### config.mk
export PLATFORM = sky130hd
export DESIGN_NAME = cot_pulse_ctrl
export DESIGN_NICKNAME = d
export VERILOG_FILES = /design/src/rtl/cot_pkg.sv /design/src/rtl/cot_ontime_calc.sv /design/src/rtl/cot_phase_sel.sv /design/src/rtl/cot_timer.sv /design/src/rtl/cot_pulse_ctrl.sv
export SDC_FILE = /design/constraint.sdc
export NUM_CORES = 1
export LEC_CHECK = 0
export BUFFER_PORTS_ARGS = -buffer_cell sky130_fd_sc_hd__buf_2
export CELL_PAD_IN_SITES_DETAIL_PLACEMENT = 0
export CELL_PAD_IN_SITES_GLOBAL_PLACEMENT = 2
export CORE_MARGIN = 1.5
export CORE_UTILIZATION = 35
export DETAILED_ROUTE_END_ITERATION = 10
export PLACE_DENSITY_LB_ADDON = 0.1
export SLEW_MARGIN = 5
export SYNTH_ARGS = -nofsm -noshare
export SYNTH_HDL_FRONTEND = slang
export SYNTH_SLANG_ARGS = --single-unit
### constraint.sdc
create_clock -name clk -period 8 [get_ports clk]
set_input_delay 0 -clock clk [delete_from_list [all_inputs] [get_ports clk]]
set_output_delay 0 -clock clk [all_outputs]
set_load 0.02 [all_outputs]
### src/rtl/cot_pkg.sv
package cot_pkg;
   typedef enum logic [1:0] {
      ST_IDLE = 2'd0,
      ST_ON   = 2'd1,
      ST_OFF  = 2'd2
   } cot_state_t;
endpackage

### src/rtl/cot_ontime_calc.sv
// Computes the on-length of the cycle about to start: programmed count,
// less the balance trim for a hot phase in two-phase mode, floored at the
// minimum pulse width.
module cot_ontime_calc #(
   parameter int CNT_W  = 10,
   parameter int MIN_ON = 7
) (
   input  logic [CNT_W-1:0] ton_count,
   input  logic [CNT_W-1:0] trim_step,
   input  logic             hot,
   input  logic             two_phase,
   output logic [CNT_W-1:0] on_len
);
   localparam logic [CNT_W-1:0] MIN_LEN = CNT_W'(MIN_ON);

   logic             trim_apply;
   logic [CNT_W-1:0] trimmed;

   assign trim_apply = hot & two_phase;

   always_comb begin
      trimmed = ton_count;
      if (trim_apply) begin
         if (ton_count > trim_step) trimmed = ton_count - trim_step;
         else                       trimmed = '0;
      end
      on_len = (trimmed < MIN_LEN) ? MIN_LEN : trimmed;
   end
endmodule

### src/rtl/cot_phase_sel.sv
// Phase pointer: two-phase mode alternates, one-phase mode stays on phase 0.
module cot_phase_sel (
   input  logic clk,
   input  logic rst_n,
   input  logic enable,
   input  logic start,
   input  logic two_phase,
   output logic sel_ph
);
   logic next_ph;

   assign sel_ph = two_phase ? next_ph : 1'b0;

   always_ff @(posedge clk or negedge rst_n) begin
      if (!rst_n)       next_ph <= 1'b0;
      else if (!enable) next_ph <= 1'b0;
      else if (start)   next_ph <= ~sel_ph;
   end
endmodule

### src/rtl/cot_timer.sv
// Shared one-shot: one down-counter times the on pulse, then the off window.
module cot_timer
   import cot_pkg::*;
#(
   parameter int CNT_W   = 10,
   parameter int MIN_OFF = 30
) (
   input  logic             clk,
   input  logic             rst_n,
   input  logic             enable,
   input  logic             req,
   input  logic [CNT_W-1:0] on_len,
   input  logic             sel_ph,
   output logic             start,
   output logic             pulse,
   output logic             cur_ph
);
   localparam logic [CNT_W-1:0] OFF_LOAD = CNT_W'(MIN_OFF - 1);

   cot_state_t       st;
   logic [CNT_W-1:0] cnt;

   assign start = enable && (st == ST_IDLE) && req;
   assign pulse = (st == ST_ON);

   always_ff @(posedge clk or negedge rst_n) begin
      if (!rst_n) begin
         st     <= ST_IDLE;
         cnt    <= '0;
         cur_ph <= 1'b0;
      end else if (!enable) begin
         st  <= ST_IDLE;
         cnt <= '0;
      end else begin
         unique case (st)
            ST_IDLE: begin
               if (req) begin
                  st     <= ST_ON;
                  cnt    <= on_len - 1'b1;
                  cur_ph <= sel_ph;
               end
            end
            ST_ON: begin
               if (cnt == '0) begin
                  st  <= ST_OFF;
                  cnt <= OFF_LOAD;
               end else begin
                  cnt <= cnt - 1'b1;
               end
            end
            ST_OFF: begin
               if (cnt == '0) st <= ST_IDLE;
               else           cnt <= cnt - 1'b1;
            end
            default: st <= ST_IDLE;
         endcase
      end
   end
endmodule

### src/rtl/cot_pulse_ctrl.sv
module cot_pulse_ctrl #(
   parameter int CNT_W       = 10,
   parameter int MIN_ON_CYC  = 7,
   parameter int MIN_OFF_CYC = 30
) (
   input  logic             clk,
   input  logic             rst_n,
   input  logic             enable,
   input  logic             valley_trig,
   input  logic             ilim_valley,
   input  logic             two_phase,
   input  logic [1:0]       hot_ph,
   input  logic [CNT_W-1:0] ton_count,
   input  logic [CNT_W-1:0] trim_step,
   output logic [1:0]       hs_on
);
   localparam int NPH = 2;

   if (MIN_ON_CYC < 1) begin : g_bad_min_on
      $error("MIN_ON_CYC must be at least 1");
   end
   if (MIN_OFF_CYC < 1) begin : g_bad_min_off
      $error("MIN_OFF_CYC must be at least 1");
   end
   if ((MIN_ON_CYC >= (1 << CNT_W)) || (MIN_OFF_CYC > (1 << CNT_W))) begin : g_bad_width
      $error("CNT_W too narrow for the minimum on/off limits");
   end

   logic             req;
   logic             start;
   logic             pulse;
   logic             cur_ph;
   logic             sel_ph;
   logic             hot_sel;
   logic [CNT_W-1:0] on_len;

   assign req     = valley_trig & ~ilim_valley;
   assign hot_sel = hot_ph[sel_ph];

   cot_phase_sel i_phase_sel (
      .clk       (clk),
      .rst_n     (rst_n),
      .enable    (enable),
      .start     (start),
      .two_phase (two_phase),
      .sel_ph    (sel_ph)
   );

   cot_ontime_calc #(
      .CNT_W  (CNT_W),
      .MIN_ON (MIN_ON_CYC)
   ) i_ontime (
      .ton_count (ton_count),
      .trim_step (trim_step),
      .hot       (hot_sel),
      .two_phase (two_phase),
      .on_len    (on_len)
   );

   cot_timer #(
      .CNT_W   (CNT_W),
      .MIN_OFF (MIN_OFF_CYC)
   ) i_timer (
      .clk    (clk),
      .rst_n  (rst_n),
      .enable (enable),
      .req    (req),
      .on_len (on_len),
      .sel_ph (sel_ph),
      .start  (start),
      .pulse  (pulse),
      .cur_ph (cur_ph)
   );

   for (genvar p = 0; p < NPH; p++) begin : g_phase_out
      assign hs_on[p] = pulse & (cur_ph == 1'(p));
   end
endmodule

==> results of run 1 <==
state kept, by name (all words and copies together), names as in the netlist:
signal	cells
i_timer.st	2
i_phase_sel.next_ph	1
i_timer.cnt	10
i_timer.cur_ph	1
stage by stage:
step / instances / cell area (µm²) / worst slack (ns) / util (%) / power (mW)
finish: 387 / 2340 / 4.50 / 40.0 / 0.341
global route: 387 / 2340 / 4.22 / 40.0 / 0.370
CTS: 387 / 2340 / 4.50 / 40.0 / 0.342
detailed placement: 383 / 2290 / 4.33 / 39.1 / 0.282
global placement: 383 / 2290 / 4.44 / 39.1 / 0.285
floorplan: 286 / 2100 / 4.98 / - / 0.235
cell usage after synthesis, types with 2 or more instances:
master / number / area [µm²]
o21bai_1: 3 / 22.5
buf_2: 3 / 15.0
a221o_1: 2 / 20.0
dfrtp_1: 14 / 350
nand4_1: 4 / 25.0
nand2_1: 38 / 143
o22ai_1: 2 / 12.5
and2_1: 2 / 12.5
nor2b_1: 5 / 31.3
and3_1: 2 / 12.5
nor2_1: 19 / 71.3
ha_1: 16 / 200
a31oi_1: 7 / 43.8
o21a_1: 2 / 15.0
nand3b_1: 2 / 15.0
o21ai_0: 13 / 65.1
inv_1: 25 / 93.8
o21ai_1: 10 / 50.1
a22oi_1: 4 / 30.0
mux2i_1: 2 / 20.0
a21oi_1: 18 / 90.1
a32oi_1: 5 / 43.8
nand3_1: 7 / 35.0
nand2b_1: 3 / 18.8
xor2_1: 10 / 87.6
xnor2_1: 3 / 26.3
a21o_1: 5 / 37.5
o311ai_0: 2 / 17.5
a211oi_1: 3 / 22.5
buf_6: 2 / 22.5
or3_1: 6 / 37.5
nor3_1: 13 / 65.1
o31ai_1: 3 / 22.5
logic make-up (layout without fill, tap and decap cells):
family / count (synthesis) / after routing / synth area share, %
compound gates: 100 / 100 / 34.4
xor+xnor: 13 / 13 / 5.43
fa+ha+maj: 17 / 17 / 10.5
buf+inv: 33 / 59 / 6.98
flops: 14 / 14 / 16.7
mux: 4 / 4 / 2.21
simple gates: 105 / 105 / 23.7
power by group through the flow:
stage | Combinational [mW] | Clock (mW) | Sequential (mW)
2_1_floorplan | 0.142 | 0 | 0.0926
3_3_place_gp | 0.189 | 0 | 0.0958
3_5_place_dp | 0.186 | 0 | 0.0957
4_1_cts | 0.188 | 0.0603 | 0.0944
5_1_grt | 0.211 | 0.0626 | 0.0965
6_report | 0.187 | 0.0590 | 0.0948
per-layer routing:
metal	GRT usage [%]	up-vias	share of wire (%)
met5	0	-	0
met4	4.66	0	1.3
met3	1.25	6	1.8
met2	37.8	32	54
met1	22.5	1003	43
li1	-	1105	-
cell type report:
type	count	share of cell area [%]
Timing Repair Buffer	31	6.95
Tap cell	75	4.01
Clock buffer	3	1.76
Multi-Input combinational cell	239	68.3
Sequential cell	14	15.0
Inverter	25	4.01
path summary, 6_finish.rpt:
check                                                start                    endpoint  slack [ns]  cells after the start
setup reg to reg           i_phase_sel.next_ph$_DFFE_PN0P_  i_timer.cnt[8]$_DFFE_PN0P_        4.50                     13
min in group asynchronous                            rst_n  i_timer.cnt[1]$_DFFE_PN0P_        0.19                      2
hold reg to reg                 i_timer.cur_ph$_DFFE_PN0P_  i_timer.cur_ph$_DFFE_PN0P_        0.50                      2
hold / removal                                   two_phase  i_timer.cur_ph$_DFFE_PN0P_        0.09                      3
max in group asynchronous                            rst_n  i_timer.cnt[3]$_DFFE_PN0P_        7.55                      2
setup / recovery           i_phase_sel.next_ph$_DFFE_PN0P_  i_timer.cnt[8]$_DFFE_PN0P_        4.50                     13
worst reg2reg max path, delay by kind of cell (launching register included):
family | cells | cell delay (ns)
AOI/OAI and AO/OA | 5 | 1.30
adders and majority gates | 1 | 0.24
buffers and inverters | 1 | 0.08
DFF | 1 | 0.41
muxes | 2 | 0.61
and+or+nand+nor | 4 | 0.81
repair_timing:
item | in CTS | in global routing
setup buffers | 0 | 0
endpoints found under the hold margin | 14 | 0
hold buffers | 1 | 0
==> flow_summary.toml, run 1 <==
[status]
outcome = "finished, violations left"
violations = "design-rule violations"

[timing]
rsz0062_at_grt = "no"
worstMarginPinSlew_ns = 0.708
skew_ns = 0.00291
hold_viol_final = 0
period_minus_slack_ns = 3.50
max_freq_ghz = 0.285
drv_slew = 0
fin_crit_sh_pct = 43.8
timing.hold.ws_ns = 0.0901
slew_headroom_pct = 52.5
final.setup.tns_ns = 0
setup_viol = 0

[power_and_ir_drop]
power_density_mw_per_mm2 = 146
seqPwrFrac_pct = 27.8
p_clk_share_pct = 17.3
p_comb_share_pct = 54.9
power_switching_mw = 0.151
p_sw_share_pct = 44.4
leakagePower_nw = 1.06
p_int_mw = 0.189
vdd_ir_drop_max_v = 0.0000489

[place]
io_buffers = 29
place_hpwl_um = 4870
gp_congestion = 0.806

[critical_path]
arrival_ns = 3.69
end_kind = "flip-flop"
slowest_stage = "dfrtp_1"
critPathMaxStageDelay_ns = 0.41
cp.buffers_inverters = 1
cp-start-kind = "flip-flop"
crit_chain = "mux2_4 -> nand2_1 -> nand2_1 -> a221o_1 -> a211oi_2 -> a2111oi_4 -> nor3_1 -> ha_1 -> inv_1 -> a211oi_1 -> mux2i_1 -> o221ai_1 -> nand2_1"
critPathKind = "reg2reg"
crit_required_ns = 8.19
path_max_fanout = 13
crit_family = "compound AO/OA/AOI/OAI gates"
path_common_cell = "nand2_1"

[synthesis]
synth_edf_count = 0
syn_nets = 331
ys.flop_type = "dfrtp_1"
synth_cell_type_count = 64
avgSynthCellArea_um2 = 7.33
synthCells = 286
yosys_warnings = 0
ys_async_sr_fraction_pct = 100
ys_ff_latch = 14
synth_area_mm2 = 0.00210
ys_seq_area_share_pct = 16.7

[floorplanning]
die_h_um = 80.4
start_util_pct = 35.8
rows = 28
fp.dieArea_mm2 = 0.00646
core_mm2 = 0.00585
ios = 30
die_w_um = 80.4

[final_layout]
most-common-layout-cells = "nand2_1 (38), buf_2 (29), inv_1 (25), nor2_1 (19), a21oi_1 (18)"
seqCellArea_um2 = 350
drive_gt1_share_pct = 15.1
final_common_cell = "nand2_1"
finish.net_count = 359
multiInputGateArea_mm2 = 0.00160
syn2layout_area_growth_pct = 11.7
antenna_cells = 0
final.fill_count = 650

[drt]
avgViaCountPerCell = 5.55
first_pass_iters = 7
drt_iter0_drc = 38
wl_um = 5900
ant_nets = 0
drc = 2
wl_per_cell_um = 15.3
vias = 2146

[global_routing]
grt_max_degree = 15
grt_usage_pct = 19.4
antenna_found_initial = 0
grt_overflow_total = 0
grt_pass1_wl_um = 9850
grt_pass1_vias = 2097

[clock_network]
htreeDepth = 1
path_clk_slew_ns = 0.06
cts_buffers = 3
cts_resized = 0
cts.sinks = 14
clockBufferDepth = 2
clock_latency_ns = 0.25
tritoncts = "done"
clock-root-buffer = "clkbuf_8"

[hold_path]
hold_class = "in2reg"

[run]
maxCapViolCount = 0
No activity file was read; power rests on OpenSTA's default activity.
==> run 2, diff against run 1 <==
ABC_AREA = 1   (was default)
CORE_UTILIZATION = 27   (was 35)
clock period = 3 ns   (was 8 ns; I/O delays follow)
==> run 2 against run 1 <==
  * Die area grew 29%
  * Critical path depth grew 9
  * Critical endpoint is now i_timer.cnt[4]$_DFFE_PN0P_
  * Final cell count rose by 29%
  * Synthesized area rose by 0.72%
  * Sequential share of layout area shrank 0.73 points
  * Clock skew increased by 0.0017 ns
  * Largest cell class unchanged
  * Synthesized cell count rose by 26%
  * Combinational power rose to 5.3 times the previous value
  * Worst hold slack got worse by 0.023 ns
  * Via count rose by 2.1%
  * The flow now finishes without violations
==> flow_summary.toml, run 2 <==
[final_layout]
drive_gt1_share_pct = 16.9
final_common_cell = "nand2_1"
final.fill_count = 926
multiInputGateArea_mm2 = 0.00149
antenna_cells = 0
largest_reg_flops = 10
finish.net_count = 442
reg.largest.list = "i_timer.cnt (10), i_timer.st (2)"
most-common-layout-cells = "nand2_1 (109), inv_1 (64), nand3_1 (34), nor2_1 (32), buf_2 (29)"
design_area_mm2 = 0.00246
seqCellArea_um2 = 350
syn2layout_area_growth_pct = 16.6
regMostFlops = "i_timer.cnt"

[timing]
worstMarginPinSlew_ns = 0.571
rsz0062_at_grt = "no"
drv_slew = 0
fin_ws_ns = 0.491
skew_ns = 0.00461
final.setup.tns_ns = 0
setup_viol = 0
max_freq_ghz = 0.399
fin_crit_sh_pct = 83.6
period_minus_slack_ns = 2.51
hold_viol_final = 0
slew_headroom_pct = 61.8

[drt]
drt_iter0_drc = 140
drc = 0
vias = 2191
avgViaCountPerCell = 4.40
wl_per_cell_um = 12.0
ant_nets = 0
first_pass_iters = 4
wl_um = 5960

[critical_path]
cp.buffers_inverters = 4
reg2reg_from = "i_phase_sel.next_ph$_DFFE_PN0P_"
crit_cells = 22
cp-start-kind = "input pin"
rr_endpoint = "i_timer.cnt[4]$_DFFE_PN0P_"
end_kind = "flip-flop"
crit_family = "simple AND/OR/NAND/NOR gates"
crit_chain = "buf_2 -> inv_1 -> ha_1 -> fa_1 -> inv_1 -> nand2_1 -> nand2_1 -> nand3_1 -> nand3b_1 -> nand2_1 -> o21ai_1 -> nor2_2 -> nand2_4 -> nor2_4 -> nor2_4 -> ha_1 -> inv_1 -> nor2_2 -> nand2_1 -> nand3_1 -> nand3_1 -> nand2_1"
path_max_fanout = 7
crit_required_ns = 3.19
slowest_stage = "fa_1"
r2r_slack_ns = 0.49
path_common_cell = "nand2_1"
rr_worst_depth = 18
critPathMaxStageDelay_ns = 0.41
critPathKind = "in2reg"
arrival_ns = 2.69

[floorplanning]
fp.dieArea_mm2 = 0.00836
ios = 30
rows = 32
core_mm2 = 0.00765
die_h_um = 91.4
start_util_pct = 27.6
die_w_um = 91.4

[clock_network]
postCtsSetupBuffers = 0
clock_latency_ns = 0.25
clockBufferDepth = 2
hold_buffers = 2
cts.sinks = 14
cts_resized = 0
clock-root-buffer = "clkbuf_8"
cts_buffers = 3
tritoncts = "done"
htreeDepth = 1
path_clk_slew_ns = 0.07

[synthesis]
syn_nets = 406
synth_area_mm2 = 0.00211
yosys_warnings = 0
synth_edf_count = 0
avgSynthCellArea_um2 = 5.85
ys_async_sr_fraction_pct = 100
ys_ff_latch = 14
synthTopCellsByArea = "nand2_1 (19%), dfrtp_1 (17%), inv_1 (11%)"
synth_top_area_cell = "nand2_1"
ys_top_cells_by_count = "nand2_1 (109), inv_1 (64), nand3_1 (34), nor2_1 (32), ha_1 (16)"
yosysMostFrequentCell = "nand2_1"
ys.flop_type = "dfrtp_1"
netlist.area_leader.share_pct = 19.4
synthCells = 361
synth_cell_type_count = 29
ys_seq_area_share_pct = 16.6

[place]
io_buffers = 29
place_hpwl_um = 5040
gp_congestion = 0.773
pre_cts_ws_ns = 0.227
placedInstanceArea_mm2 = 0.00239

[status]
outcome = "finished clean"

[global_routing]
grt_usage_pct = 15.4
grt_overflow_total = 0
grt_max_degree = 15
antenna_found_initial = 0
grt_pass1_wl_um = 10400
grt_pass1_vias = 2125

[power_and_ir_drop]
power_density_mw_per_mm2 = 611
vdd_ir_drop_max_v = 0.000317
p_total_mw = 1.50
leakagePower_nw = 1.42

[hold_path]
min_from = "enable"
hold_class = "in2reg"
min_path_cells = 3
hold_end = "i_timer.st[1]$_DFFE_PN0P_"

[run]
maxCapViolCount = 0
[run 2: cell count changes after synthesis, moves of 10 or more]
cell | previous run | this run
a21oi_1 | 18 | 8
inv_1 | 25 | 64
nand2_1 | 38 | 109
nand3_1 | 7 | 34
nor2_1 | 19 | 32
nor3_1 | 13 | 3
[run 2: stage by stage]
stage	hold slack [ns]	std cells	utilization, %
after floorplan	-0.296	361	-
after global placement	-0.0706	492	31.2
after detailed placement	-0.0625	492	31.2
after CTS	0.0637	498	32.2
after global routing	0.0705	498	32.2
final	0.0672	498	32.2
[run 2: worst max-delay path by stage]
stage / startpoint / to / slack (ns)
5_1_grt: ton_count[0] / i_timer.cnt[4]$_DFFE_PN0P_ / 0.11
2_1_floorplan: ton_count[0] / i_timer.cnt[4]$_DFFE_PN0P_ / 0.64
3_3_place_gp: ton_count[0] / i_timer.cnt[4]$_DFFE_PN0P_ / 0.28
3_5_place_dp: ton_count[0] / i_timer.cnt[4]$_DFFE_PN0P_ / 0.23
4_1_cts: i_phase_sel.next_ph$_DFFE_PN0P_ / i_timer.cnt[4]$_DFFE_PN0P_ / 0.47
6_report: ton_count[0] / i_timer.cnt[4]$_DFFE_PN0P_ / 0.49
[run 2: worst min-delay path: stages]
cell     delay [ns]
buf_2          0.14
nand2_1        0.06
o21ai_0        0.08
[run 2: routing by layer]
layer  track usage, %  share of wire (%)  up-vias
li1                 -                  -     1197
met5                0                  0        -
met1             25.1                 59      965
met4             1.56               0.32        0
met2             21.6                 39       27
met3             2.09                2.2        2
[run 2: layout make-up]
type	instances	share of cell area [%]
Clock buffer	4	2.24
Tap cell	102	5.19
Inverter	71	10.8
Multi-Input combinational cell	275	60.5
Timing Repair Buffer	32	7.02
Sequential cell	14	14.2
[run 2: cells by family after synthesis]
| logic type | synth area share, % |
|---|---|
| AOI/OAI and AO/OA | 8.71 |
| xor gates and xnor gates | 4.15 |
| adders and majority gates | 10.4 |
| buffers and inverters | 12.9 |
| DFF | 16.6 |
| and+or+nand+nor | 47.2 |
[run 2: power breakdown]
group / internal (mW) / switching, mW
Sequential: 0.256 / 0.0643
Clock: 0.116 / 0.0741
Combinational: 0.346 / 0.648
==> run 3, diff against run 2 <==
clock period = 2.1 ns   (was 3 ns; I/O delays follow)
==> run 3 against run 2 <==
  * The flow now finishes with violations (negative setup slack)
  * Worst setup slack worse by 0.52 ns
  * Final cell count rose by 18%
  * Power is 87% higher
  * First-iteration DRC count fell by 28%
  * Highest routed layer unchanged
==> flow_summary.toml, run 3 (synthesis gave the netlist of run 2 again) <==
[critical_path]
crit_required_ns = 2.25
critPathMaxStageDelay_ns = 0.41
crit_family = "simple AND/OR/NAND/NOR gates"
crit_chain = "o21ai_2 -> nor2_4 -> nand2_2 -> inv_4 -> nand2_8 -> nor2_4 -> nor2_2 -> nand2_2 -> nor2_4 -> nand3_2 -> nand2_2 -> inv_2 -> ha_4 -> inv_4 -> nor2_4 -> nand2_1 -> nand3_1 -> nand3_1 -> nand2_1"
critPathKind = "reg2reg"
cp-start-kind = "flip-flop"
path_common_cell = "nor2_4"
slowest_stage = "dfrtp_1"
end_kind = "flip-flop"
path_max_fanout = 8
arrival_ns = 2.28
cp.buffers_inverters = 3

[timing]
slew_headroom_pct = 73.9
rsz0062_at_grt = "yes"
fin_crit_sh_pct = 102
max_freq_ghz = 0.469
worstMarginPinSlew_ns = 0.391
setup_viol = 3
hold_viol_final = 0
fin_ws_ns = -0.0332
skew_ns = 0.00346
drv_slew = 0
timing.hold.ws_ns = 0.0566
period_minus_slack_ns = 2.13

[final_layout]
final_util_pct = 46.0
reg.largest.list = "i_timer.cnt (10), i_timer.st (2)"
finish.net_count = 534
final_common_cell = "nand2_1"
final.fill_count = 847
syn2layout_area_growth_pct = 66.6
drive_gt1_share_pct = 44.3
most-common-layout-cells = "nand2_1 (98), buf_4 (88), inv_1 (57), buf_2 (28), nand3_1 (24)"
regMostFlops = "i_timer.cnt"
largest_reg_flops = 10
antenna_cells = 0

[clock_network]
htreeDepth = 1
path_clk_slew_ns = 0.06
clockBufferDepth = 2
tritoncts = "done"
clock_latency_ns = 0.25
cts_buffers = 3
cts.sinks = 14
clock-root-buffer = "clkbuf_8"

[global_routing]
grt_usage_pct = 16.7
antenna_found_initial = 0
grt_overflow_total = 0
grt_pass1_wl_um = 11300
grt_max_degree = 15
grt_pass1_vias = 2506

[floorplanning]
core_mm2 = 0.00765
die_w_um = 91.4
rows = 32
die_h_um = 91.4
start_util_pct = 27.6
ios = 30
fp.dieArea_mm2 = 0.00836

[run]
maxCapViolCount = 0

[drt]
ant_nets = 0
first_pass_iters = 4
avgViaCountPerCell = 4.39
wl_um = 6720
vias = 2589
drt_iter0_drc = 101
drc = 0
wl_per_cell_um = 11.4

[place]
pre_cts_ws_ns = -0.422
io_buffers = 29
place_hpwl_um = 5420
gp_congestion = 0.833

[status]
violations = "negative setup slack"
outcome = "finished, violations left"

[power_and_ir_drop]
power_density_mw_per_mm2 = 802
leakagePower_nw = 1.91
vdd_ir_drop_max_v = 0.000483

[hold_path]
hold_class = "in2reg"
run 3: changes by cell type in the layout (fill, tap and decap cells not counted), moves of 9 or more:
cell and change:
buf_4 +87, nand2_1 -11, nand2_2 +10, nand3_1 -10
nor2_1 -11, nor2_4 +9
run 3: area by class of cell:
| cell class | instances | area [µm²] | area share [%] |
|---|---|---|---|
| inverter | 71 | 284 | 8.08 |
| sequential | 14 | 350 | 9.96 |
| clock buffer | 4 | 55.1 | 1.57 |
| timing repair buffer | 124 | 888 | 25.3 |
| multi-input combinational | 275 | 1810 | 51.5 |
| tap | 102 | 128 | 3.63 |
run 3: stage by stage:
stage          cells  instance area, µm²  setup TNS (ns)  power, mW
2_1_floorplan    361                2170          -0.131       1.52
3_3_place_gp     564                2990           -2.88       2.30
3_5_place_dp     564                2990           -3.20       2.29
4_1_cts          588                3290          -0.149       2.71
5_1_grt          590                3520           -1.50       3.12
6_report         590                3520         -0.0809       2.82
run 3: power by group:
group          internal, mW  switching [mW]
combinational         0.970            1.13
clock                 0.166           0.108
sequential            0.366          0.0766
total                  1.50            1.32
run 3: worst paths after layout:
kind | start | endpoint | slack, ns | cells past startpoint
max | i_phase_sel.next_ph$_DFFE_PN0P_ | i_timer.cnt[4]$_DFFE_PN0P_ | -0.03 | 19
min | enable | i_timer.st[1]$_DFFE_PN0P_ | 0.06 | 3
max reg2reg | i_phase_sel.next_ph$_DFFE_PN0P_ | i_timer.cnt[4]$_DFFE_PN0P_ | -0.03 | 19
min reg2reg | i_timer.cnt[9]$_DFFE_PN0P_ | i_timer.cnt[9]$_DFFE_PN0P_ | 0.49 | 2
max in group asynchronous | rst_n | i_timer.cnt[6]$_DFFE_PN0P_ | 1.62 | 2
min in group asynchronous | rst_n | i_timer.cnt[0]$_DFFE_PN0P_ | 0.21 | 2
run 3: timing repair:
action                                  4_1_cts  5_1_grt
setup buffers                                18        3
endpoints found under the setup margin        8       12
endpoints found under the hold margin        15        0
hold buffers                                  2        0
pin swaps                                    22       15
resized for setup                            25       50
run 3: worst register-to-register path: cells and delay by family (launching register included):
family	cells	cell delay [ns]
and+or+nand+nor	14	1.07
AOI/OAI and AO/OA	1	0.19
buffers and inverters	3	0.19
DFF	1	0.41
adders and majority gates	1	0.17
run 3: layer usage:
metal / GRT usage (%) / routed length (µm) / vias to the layer above
met3: 2.35 / 155 / 5
met2: 25.6 / 2910 / 32
met4: 1.69 / 23 / 0
li1: - / - / 1388
met1: 25.4 / 3630 / 1164
met5: 0 / 0 / -
